### config.mk
export PLATFORM = sky130hd
export DESIGN_NAME = rxstat_bank
export DESIGN_NICKNAME = d
export VERILOG_FILES = /design/src/rtl/rxstat_pkg.sv /design/src/rtl/rxstat_decode.sv /design/src/rtl/rxstat_cell.sv /design/src/rtl/rxstat_bank.sv
export SDC_FILE = /design/constraint.sdc
export NUM_CORES = 1
export LEC_CHECK = 0
export BUFFER_PORTS_ARGS = -buffer_cell sky130_fd_sc_hd__buf_2
export CAP_MARGIN = 10
export CORE_MARGIN = 2
export CORE_UTILIZATION = 66
export CTS_CLUSTER_DIAMETER = 200
export DETAILED_ROUTE_END_ITERATION = 8
export GPL_ROUTABILITY_DRIVEN = 0
export GPL_TIMING_DRIVEN = 0
export PLACE_DENSITY = 0.93
export SYNTH_ARGS = -nofsm -noshare
export SYNTH_HDL_FRONTEND = slang
export SYNTH_SLANG_ARGS = --single-unit
### constraint.sdc
create_clock -name clk -period 5.5 [get_ports clk]
set_input_delay 0.55 -clock clk [delete_from_list [all_inputs] [get_ports clk]]
set_output_delay 0.55 -clock clk [all_outputs]
set_load 0.005 [all_outputs]
### src/rtl/rxstat_pkg.sv
package rxstat_pkg;

    localparam int NUM_CNT = 5;
    localparam int ADDR_W  = 3;

    typedef enum logic [ADDR_W-1:0] {
        CNT_OCTETS = 3'd0,
        CNT_GOOD   = 3'd1,
        CNT_BCAST  = 3'd2,
        CNT_MCAST  = 3'd3,
        CNT_ERRED  = 3'd4
    } cnt_sel_e;

    localparam logic [1:0] DEST_BCAST = 2'b11;
    localparam logic [1:0] DEST_MCAST = 2'b10;

    // Per-frame classification handed from decoder to the counter cells
    typedef struct packed {
        logic good;
        logic bcast;
        logic mcast;
        logic erred;
    } frame_class_t;

    function automatic frame_class_t classify(input logic vld, input logic ok,
                                              input logic [1:0] dest,
                                              input logic werr, input logic ovf);
        frame_class_t c;
        c.good  = vld & ok;
        c.bcast = vld & ok & (dest == DEST_BCAST);
        c.mcast = vld & ok & (dest == DEST_MCAST);
        c.erred = vld & (werr | ovf);
        return c;
    endfunction

endpackage

### src/rtl/rxstat_decode.sv
module rxstat_decode
    import rxstat_pkg::*;
#(
    parameter int CNT_W  = 32,
    parameter int BYTE_W = 16
) (
    input  logic                             stat_valid,
    input  logic                             stat_ok,
    input  logic [1:0]                       stat_dest,
    input  logic [BYTE_W-1:0]                stat_bytes,
    input  logic                             stat_wire_err,
    input  logic                             stat_ovf_drop,
    output logic [NUM_CNT-1:0][CNT_W-1:0]    inc
);
    frame_class_t cls;

    always_comb begin
        cls = classify(stat_valid, stat_ok, stat_dest, stat_wire_err, stat_ovf_drop);
        inc = '0;
        inc[CNT_OCTETS] = cls.good  ? CNT_W'(stat_bytes) : '0;
        inc[CNT_GOOD]   = CNT_W'(cls.good);
        inc[CNT_BCAST]  = CNT_W'(cls.bcast);
        inc[CNT_MCAST]  = CNT_W'(cls.mcast);
        inc[CNT_ERRED]  = CNT_W'(cls.erred);
    end

    // every broadcast or multicast frame is also a good frame
    always_comb begin
        a_r2_good_covers: assert ((inc[CNT_BCAST] == '0 && inc[CNT_MCAST] == '0) || inc[CNT_GOOD] == CNT_W'(1));
        // an idle strobe produces no increment anywhere
        a_r10_idle_quiet: assert (stat_valid || inc == '0);
    end

endmodule

### src/rtl/rxstat_cell.sv
module rxstat_cell #(
    parameter int CNT_W = 32
) (
    input  logic             clk,
    input  logic             rst,
    input  logic             clr,
    input  logic             rd_clr,
    input  logic [CNT_W-1:0] inc,
    output logic [CNT_W-1:0] cnt
);
    localparam logic [CNT_W-1:0] CNT_MAX = '1;

    logic [CNT_W-1:0] base;
    logic [CNT_W:0]   sum;
    logic [CNT_W-1:0] nxt;

    always_comb begin
        base = rd_clr ? '0 : cnt;
        sum  = {1'b0, base} + {1'b0, inc};
        nxt  = sum[CNT_W] ? CNT_MAX : sum[CNT_W-1:0];
    end

    always_ff @(posedge clk) begin
        if (rst || clr) cnt <= '0;
        else            cnt <= nxt;
    end

    // a saturated counter stays saturated until cleared
    a_r6_hold_max: assert property (@(posedge clk) disable iff (rst)
        (cnt == CNT_MAX && !clr && !rd_clr) |=> cnt == CNT_MAX);
    // without a clear the counter never moves backward (no wrap)
    a_r6_no_wrap: assert property (@(posedge clk) disable iff (rst)
        (!clr && !rd_clr) |=> cnt >= $past(cnt));
    // clear-all empties the counter
    a_r9_clear_all: assert property (@(posedge clk) disable iff (rst)
        clr |=> cnt == '0);
    // the update landing in a clear-on-read cycle becomes the value
    a_r8_keep_update: assert property (@(posedge clk) disable iff (rst)
        (rd_clr && !clr) |=> cnt == $past(inc));

endmodule

### src/rtl/rxstat_bank.sv
module rxstat_bank
    import rxstat_pkg::*;
#(
    parameter int CNT_W  = 32,
    parameter int BYTE_W = 16
) (
    input  logic               clk,
    input  logic               rst,
    input  logic               stat_valid,
    input  logic               stat_ok,
    input  logic [1:0]         stat_dest,
    input  logic [BYTE_W-1:0]  stat_bytes,
    input  logic               stat_wire_err,
    input  logic               stat_ovf_drop,
    input  logic               clear_all,
    input  logic               rd_en,
    input  logic               rd_cor,
    input  logic [2:0]         rd_addr,
    output logic [CNT_W-1:0]   rd_data
);
    logic [NUM_CNT-1:0][CNT_W-1:0] inc;
    logic [NUM_CNT-1:0][CNT_W-1:0] cnt;
    logic [CNT_W-1:0]              sel_val;

    rxstat_decode #(.CNT_W(CNT_W), .BYTE_W(BYTE_W)) u_dec (
        .stat_valid    (stat_valid),
        .stat_ok       (stat_ok),
        .stat_dest     (stat_dest),
        .stat_bytes    (stat_bytes),
        .stat_wire_err (stat_wire_err),
        .stat_ovf_drop (stat_ovf_drop),
        .inc           (inc)
    );

    for (genvar i = 0; i < NUM_CNT; i++) begin : g_cell
        logic rd_clr_i;
        assign rd_clr_i = rd_en && rd_cor && (rd_addr == ADDR_W'(i));
        rxstat_cell #(.CNT_W(CNT_W)) u_cell (
            .clk    (clk),
            .rst    (rst),
            .clr    (clear_all),
            .rd_clr (rd_clr_i),
            .inc    (inc[i]),
            .cnt    (cnt[i])
        );
    end

    always_comb begin
        sel_val = '0;
        for (int k = 0; k < NUM_CNT; k++)
            if (rd_addr == ADDR_W'(k)) sel_val = cnt[k];
    end

    always_ff @(posedge clk) begin
        if (rst)        rd_data <= '0;
        else if (rd_en) rd_data <= sel_val;
    end

    // read data holds while no read is issued
    a_r7_hold: assert property (@(posedge clk) disable iff (rst)
        !rd_en |=> $stable(rd_data));
    // unmapped addresses read as zero
    a_r7_unmapped: assert property (@(posedge clk) disable iff (rst)
        (rd_en && rd_addr >= ADDR_W'(NUM_CNT)) |=> rd_data == '0);
    // a frame is never both broadcast and multicast
    a_r3_r4_exclusive: assert property (@(posedge clk) disable iff (rst)
        !(inc[CNT_BCAST] != '0 && inc[CNT_MCAST] != '0));
    // errored counter moves by at most one per cycle
    a_r5_one_step: assert property (@(posedge clk) disable iff (rst)
        (!clear_all && !(rd_en && rd_cor)) |=> cnt[CNT_ERRED] - $past(cnt[CNT_ERRED]) <= CNT_W'(1));

endmodule

==> summary.txt, run 1 <==
Run status
  – Status: finished clean

Clocking
  – CTS Hold Bufs: 0
  – Clk buf depth: 2
  – Clock-pin slew on the worst setup and hold paths: 0.07 ns
  – CTS tree: done
  – Clk Latency, worst-skew pair: 0.45 ns
  – Postcts setup bufs: 0
  – Num CTS Buffers: 17
  – Clock sink total: 192
  – Post_cts resized: 0
  – Root buf cell: clkbuf_16
  – Number of H-tree levels: 4

Floorplanning
  – Top Ports: 62
  – Initial Utilization: 0.672
  – DIE AREA: 17200 µm²
  – Core Rows: 46
  – Die W: 131 µm
  – Core area: 15800 µm²
  – DIE HEIGHT: 131 µm

Timing
  – Final Hold Fails: 0
  – Post-route setup slack: 0.937 ns
  – Clock Skew: 0.0105 ns
  – Tightest hold margin: 0.476 ns
  – Final Max Tran Viols: 0
  – Achievable frequency: 219 MHz
  – Period minus WS final: 4.56 ns
  – Worst rel slew slack: 0.377
  – Unrepaired setup endpoints after global routing: no
  – Setup_tns: 0 ns
  – Final period util: 0.830
  – Slew @ Worst Pin: 0.911 ns
  – Setup violators final: 0

Synth
  – Post-synthesis sequential area ratio: 0.361
  – Syn Area/Cell: 8.69 µm²
  – Distinct cells, synth: 72
  – Synth top area cells: dfxtp_1 36%, mux4_2 6.6%, xnor2_1 5.8%
  – Number of synthesized register bits: 192
  – Post-synth ARST share: 0
  – Top-area cell type share of the netlist area: 0.361
  – Synth warn: 0
  – Post-synth EDFFs: 0
  – Area leader, netlist: dfxtp_1
  – Top FF cell, synth: dfxtp_1
  – Syn Inst Count: 1225
  – Syn nets: 1280
  – Post-Synthesis Cell Area: 10600 µm²

Worst setup path
  – RR Startpoint: g_cell[0].u_cell.cnt[8]
  – Critical path type: primary input to register
  – Startpoint types: primary input
  – Most frequent cell on the critical path: clkbuf_1
  – Slowest cell on the critical path: a2111oi_0
  – Reg2reg path depth: 9
  – CP cell instances: buf_2, clkbuf_1, nand4_1, clkbuf_1, clkbuf_1, and2_1, ha_1, a21o_1, a21oi_1, a2111oi_0, o21ai_1, a21boi_1, nor2_1, o31a_1
  – Setup crit end kind: register
  – CP required: 5.84 ns
  – Crit-path max cell delay: 0.84 ns
  – Worst reg2reg endpoint: g_cell[0].u_cell.cnt[21]
  – Crit path DAT: 4.90 ns
  – FF-to-FF setup slack: 2.30 ns
  – Crit-path max FO: 10

Routing
  – Routed wire length per instance: 20.2 µm
  – Initial DRT Pass Iterations: 9
  – Drt drc: 0
  – Routed wire length: 30900 µm
  – Max layer used: met4
  – M1 WL: 11400 µm
  – Met3 wire length: 3670 µm
  – DR WL met2: 14500 µm
  – DRT iter0 DRCs: 1480
  – Vias per cell: 6.68
  – Routed vias: 10200
  – Post-DRT Antenna Nets: 0

Pwr
  – VDD IR max: 0.206 mV
  – Power per cell area: 241 nW/µm²
  – Internal Power: 0.00211 W
  – Clk pwr share: 0.436
  – Leak: 4.26 nW
  – Reg power frac: 0.498
  – Net Sw Frac: 0.256
  – Combinational fraction of design power: 0.066
  – P_sw: 0.000727 W

Layout
  – Fin area: 11800 µm²
  – Ant diodes: 0
  – Nets: 1358
  – Layout Area Growth over Synthesis: 10.7%
  – Fin cells: 1532
  – Layout cells sized above 1: 0.130

Hold path
  – Worst Hold End: rd_data[4]
  – Hold path startpoint: rd_data[4]
  – Hold WC Path Type: register to register
  – Hold-critical path depth: 2

GRT
  – Pin count of the biggest net entering global routing: 19
  – Remaining Overflow, GRT: 0
  – Initial antenna violation count: 0
  – Vias in the first global route: 9471
  – Global-route wire length before repair: 48300 µm
  – Global Route Usage Sum: 0.368

Place
  – Placed cell area: 11200 µm²
  – Dpl cells: 1500
  – DPL Wire Length: 22100 µm
  – Pre-CTS WS: 0.761 ns
  – Port bufs: 59

Job
  – Max cap viols: 0
[area by class of cell]
class / instances / area, µm²
plain buffers: 73 / 355
clock buffers: 17 / 425
clock inverters: 15 / 151
fillers: 1023 / 4040
inverters: 14 / 52.6
multi-input cells: 946 / 6390
flip-flops and latches: 192 / 3840
well taps: 216 / 270
repair buffers: 59 / 295
[synth_stat cells, types with 31 or more instances]
cell,number
clkbuf_1,50
xnor2_1,70
a21oi_1,109
dfxtp_1,192
and3_1,45
mux4_2,31
o21ai_0,47
nor3_1,53
a221oi_1,32
nor2_1,77
nand3_1,63
and2_1,36
xor2_1,55
nand2_1,138
[routing by layer]
metal | vias up | GRT usage
li1 | 4609 | -
met1 | 4733 | 0.447
met2 | 750 | 0.609
met3 | 138 | 0.0896
met4 | 0 | 0.186
met5 | - | 0
[cells in the final DEF, fill, tap and decap left out, types with 7 or more instances in the layout]
master | synthesis | routed
ha_1 | 24 | 24
nor2b_1 | 7 | 7
and2_1 | 36 | 36
buf_2 | 15 | 74
and4_1 | 17 | 17
xor2_1 | 55 | 55
xnor2_1 | 70 | 70
a21oi_1 | 109 | 109
clkbuf_16 | 0 | 17
inv_1 | 13 | 13
and3_1 | 45 | 45
a21oi_2 | 8 | 8
dfxtp_1 | 192 | 192
clkbuf_1 | 50 | 50
nand3_1 | 63 | 63
nor3_1 | 53 | 53
a21o_1 | 8 | 8
o21a_1 | 10 | 10
nand2_1 | 138 | 138
o21ai_0 | 47 | 47
mux4_2 | 31 | 31
a31oi_1 | 10 | 10
a221oi_1 | 32 | 32
nor2_1 | 77 | 77
nand4_1 | 29 | 29
[worst max-delay path: cells and delay by family]
family | cells | cell delay [ns]
AOI/OAI and AO/OA | 6 | 2.14
adders and majority gates | 1 | 0.36
buffers and inverters | 4 | 1.14
and+or+nand+nor | 3 | 0.71
[power by group through the flow]
| stage | combinational [W] | sequential, W | clock [W] |
|---|---|---|---|
| floorplan | 0.000117 | 0.00144 | 0 |
| global placement | 0.000175 | 0.00144 | 0 |
| detailed placement | 0.000180 | 0.00144 | 0 |
| CTS | 0.000182 | 0.00141 | 0.00122 |
| global route | 0.000202 | 0.00141 | 0.00128 |
| finish | 0.000187 | 0.00141 | 0.00124 |
[how the worst max path moves through the flow]
| stage | cells after the start | from | endpoint | slack, ns |
|---|---|---|---|---|
| global placement | 17 | rd_en | g_cell[0].u_cell.cnt[30] | 0.84 |
| CTS | 14 | rd_en | g_cell[0].u_cell.cnt[21] | 1.18 |
| finish | 14 | rd_en | g_cell[0].u_cell.cnt[21] | 0.94 |
| global route | 14 | rd_en | g_cell[0].u_cell.cnt[21] | 0.77 |
| detailed placement | 14 | rd_en | g_cell[0].u_cell.cnt[21] | 0.76 |
| floorplan | 17 | rd_addr[1] | g_cell[0].u_cell.cnt[30] | 1.72 |
[logic make-up (layout without fill, tap and decap cells)]
group / after synthesis / in the layout / share of synthesized area
simple gates: 496 / 496 / 0.239
flops: 192 / 192 / 0.361
compound gates: 267 / 267 / 0.159
mux: 33 / 33 / 0.0690
xor+xnor: 125 / 125 / 0.103
fa+ha+maj: 25 / 25 / 0.0301
buf+inv: 87 / 178 / 0.0383
[sequential cells by signal, summed over array words and instances (netlist names)]
signal             cells
rd_data               32
g_cell.u_cell.cnt    160
[metrics by stage]
step           utilization  power [W]
6_report             0.745    0.00284
5_1_grt              0.745    0.00290
4_1_cts              0.745    0.00282
3_5_place_dp         0.708    0.00162
3_3_place_gp         0.708    0.00162
2_1_floorplan            -    0.00156
Power figures use the tool's default switching activity.
==> run 2, diff against run 1 <==
- CORE_UTILIZATION: 66 -> 56
- PLACE_DENSITY: 0.93 -> 0.85
- clock period: 5.5 -> 3.7 ns (I/O delays scaled with it)
==> run 2 against run 1 <==
  * Register-to-register slack got worse by 1.5 ns
  * Combinational power is 49% higher
  * First-iteration DRC count decreased by 35%
  * Design area up 1.3%
  * Worst setup slack got worse by 0.80 ns
  * Final cell count is 1.2% higher
  * Clock power is 58% higher
  * Critical endpoint is now g_cell[1].u_cell.cnt[10]
==> summary.txt, run 2 (synthesized netlist as in run 1, its figures left out) <==
Clocking
  – Clk buf depth: 2 (unchanged)
  – Num CTS Buffers: 17 (unchanged)
  – CTS tree: done
  – CTS Hold Bufs: 0 (unchanged)
  – Clock-pin slew on the worst setup and hold paths: 0.07 ns (about the same)
  – Number of H-tree levels: 4 (unchanged)
  – Clk Latency, worst-skew pair: 0.44 ns (about the same)
  – Clock sink total: 192 (unchanged)
  – Root buf cell: clkbuf_16

Worst setup path
  – Crit-path max cell delay: 0.40 ns (-0.44 ns)
  – Worst Path Buf+Inv: 6 (+2)
  – Crit path DAT: 3.93 ns (-0.97 ns)
  – Most frequent cell on the critical path: buf_6
  – Setup crit start: rd_addr[0]
  – Worst reg2reg endpoint: g_cell[4].u_cell.cnt[0]
  – Startpoint types: primary input
  – RR Startpoint: g_cell[4].u_cell.cnt[0]
  – Crit-path max FO: 10 (unchanged)
  – Setup crit end kind: register
  – CP top delay family: simple AND/OR/NAND/NOR gates
  – CP required: 4.07 ns (-1.77 ns)
  – Reg2reg path depth: 11 (+2)
  – FF-to-FF setup slack: 0.83 ns (-1.47 ns)
  – Critical path type: primary input to register
  – Slowest cell on the critical path: or3_4
  – CP cell instances: buf_2, and4b_2, or2b_2, buf_6, buf_6, and2_1, ha_1, ha_1, and3_1, buf_2, and2_1, nand4b_4, or3_4, or2_1, buf_6, buf_12, a21oi_2

Job
  – Max cap viols: 0 (unchanged)

Floorplanning
  – Top Ports: 62 (unchanged)
  – Core Rows: 50 (+8.7%)
  – DIE HEIGHT: 142 µm (+8.3%)
  – Initial Utilization: 0.569 (-0.103)
  – DIE AREA: 20100 µm² (+17%)
  – Die W: 142 µm (+8.3%)
  – Core area: 18700 µm² (+18%)

Pwr
  – Net Sw Frac: 0.227 (-0.0293)
  – Power per cell area: 364 nW/µm² (+51%)
  – VDD IR max: 0.263 mV (+28%)
  – Combinational fraction of design power: 0.064 (-0.002)
  – Leak: 4.32 nW (+1.6%)
  – Reg power frac: 0.484 (-0.014)
  – Clk pwr share: 0.452 (+0.016)
  – P_sw: 0.000986 W (+36%)
  – Internal Power: 0.00336 W (+59%)

GRT
  – Met2 layer usage reported by global route: 0.491 (-0.118)
  – Global-route wire length before repair: 46500 µm (-3.7%)
  – Initial antenna violation count: 0 (unchanged)
  – Pin count of the biggest net entering global routing: 20 (+1)
  – Global Route Usage Sum: 0.295 (-0.0725)
  – Vias in the first global route: 9444 (-0.29%)
  – Met3 GRT Util: 0.0462 (-0.0433)
  – GR Layer Usage met1: 0.370 (-0.0768)
  – Remaining Overflow, GRT: 0 (unchanged)
  – Gr busiest metal: met2

Routing
  – Vias per cell: 6.36 (-4.8%)
  – Initial DRT Pass Iterations: 6 (-3)
  – Routed wire length: 29500 µm (-4.5%)
  – Post-DRT Antenna Nets: 0 (unchanged)
  – Drt drc: 0 (unchanged)
  – Routed vias: 9863 (-3.6%)
  – Routed wire length per instance: 19.0 µm (-5.7%)
  – DRT iter0 DRCs: 966 (-35%)

Place
  – Pre-CTS WS: -0.947 ns (-1.71 ns)
  – Port bufs: 59 (unchanged)
  – DPL Wire Length: 21800 µm (-1.1%)
  – Dpl cells: 1518 (+1.2%)

Timing
  – Slew @ Worst Pin: 0.804 ns (-0.107 ns)
  – Final period util: 0.962
  – Final Hold Fails: 0 (unchanged)
  – Clock Skew: 0.00632 ns (-0.00421 ns)
  – Post-route setup slack: 0.140 ns (-0.797 ns)
  – Achievable frequency: 281 MHz
  – Setup violators final: 0 (unchanged)
  – Final Max Tran Viols: 0 (unchanged)
  – Worst rel slew slack: 0.460 (+0.0829)
  – Period minus WS final: 3.56 ns

Layout
  – Top reg by flops: g_cell.u_cell.cnt
  – Biggest regs: g_cell.u_cell.cnt x160, rd_data x32
  – Layout cells sized above 1: 0.140 (+0.0105)
  – Nets: 1360 (+0.15%)
  – Ant diodes: 0 (unchanged)
  – Commonest non-fill, non-tap cell in the layout: dfxtp_1
  – Fin cells: 1551 (+1.2%)
  – Max FFs per register: 160 (unchanged)
  – Commonest cells after routing, fill and taps aside: 192 x dfxtp_1, 138 x nand2_1, 109 x a21oi_1
  – Layout Area Growth over Synthesis: 12.2%

Run status
  – Status: finished clean

Hold path
  – Hold-critical path depth: 2 (unchanged)
  – Hold WC Path Type: primary input to register
  – Hold path startpoint: rst
  – Worst Hold End: rd_data[1]
[run 2: changes by cell type in the layout (fill, tap and decap cells not counted), moves of 3 or more]
cell and change:
inv_6 -5, buf_2 -3, clkbuf_2 +5, buf_4 +5, buf_6 +3, clkbuf_1 -7
bufinv_16 +3, clkbuf_8 +3
[run 2: power by group through the flow]
stage / Combinational [W] / Clock (W) / Sequential, W
floorplan: 0.000174 / 0 / 0.00215
CTS: 0.000273 / 0.00196 / 0.00210
detailed placement: 0.000269 / 0 / 0.00215
global route: 0.000305 / 0.00205 / 0.00210
global placement: 0.000263 / 0 / 0.00215
finish: 0.000279 / 0.00196 / 0.00210
[run 2: cell type report]
class	count	area, µm²
Tap cell	234	293
Clock inverter	9	158
Buffer	71	390
Fill cell	1463	6760
Inverter	14	52.6
Timing Repair Buffer	63	325
Sequential cell	192	3840
Multi-Input combinational cell	946	6410
Clock buffer	22	464
[run 2: stage by stage]
| stage | instance area, µm² | util | power, W | hold slack [ns] | TNS, ns |
|---|---|---|---|---|---|
| 3_5_place_dp | 11200 | 0.600 | 0.00242 | 0.473 | -90.50 |
| 3_3_place_gp | 11200 | 0.600 | 0.00241 | 0.467 | -85.58 |
| 5_1_grt | 11900 | 0.638 | 0.00446 | 0.385 | -0.0436 |
| 2_1_floorplan | 10600 | - | 0.00232 | 0.476 | 0 |
| 6_report | 11900 | 0.638 | 0.00434 | 0.372 | 0 |
| 4_1_cts | 11900 | 0.636 | 0.00433 | 0.366 | 0 |
[run 2: metal layers]
layer,wire length [µm],vias to the layer above
li1,-,4605
met1,11900,4661
met2,13900,488
met3,2530,109
met4,1250,0
met5,0,-
[run 2: timing repair]
action                     in CTS  in global routing
setup endpoints to repair     119                108
resized for setup              14                 19
pin swaps                       2                  1
setup buffers                   2                  2
hold endpoints to repair        0                  0
[run 2: worst reg2reg max path: stages (launching register included)]
cell and delay, ns:
dfxtp_1 0.33, and2_1 0.12, ha_1 0.20, ha_1 0.20, and2_1 0.18, nand4_1 0.31, nor4_4 0.44, and3_1 0.22
clkbuf_1 0.24, nand2_1 0.16, buf_2 0.24, a21oi_1 0.18
[run 2: worst max-delay path by stage]
stage / cells after the start / end / slack, ns
after floorplan: 17 / g_cell[0].u_cell.cnt[30] / 0.10
after global placement: 17 / g_cell[0].u_cell.cnt[30] / -0.87
after detailed placement: 14 / g_cell[0].u_cell.cnt[21] / -0.95
after CTS: 18 / g_cell[0].u_cell.cnt[30] / 0.01
after global routing: 16 / g_cell[0].u_cell.cnt[17] / -0.02
final: 17 / g_cell[1].u_cell.cnt[10] / 0.14
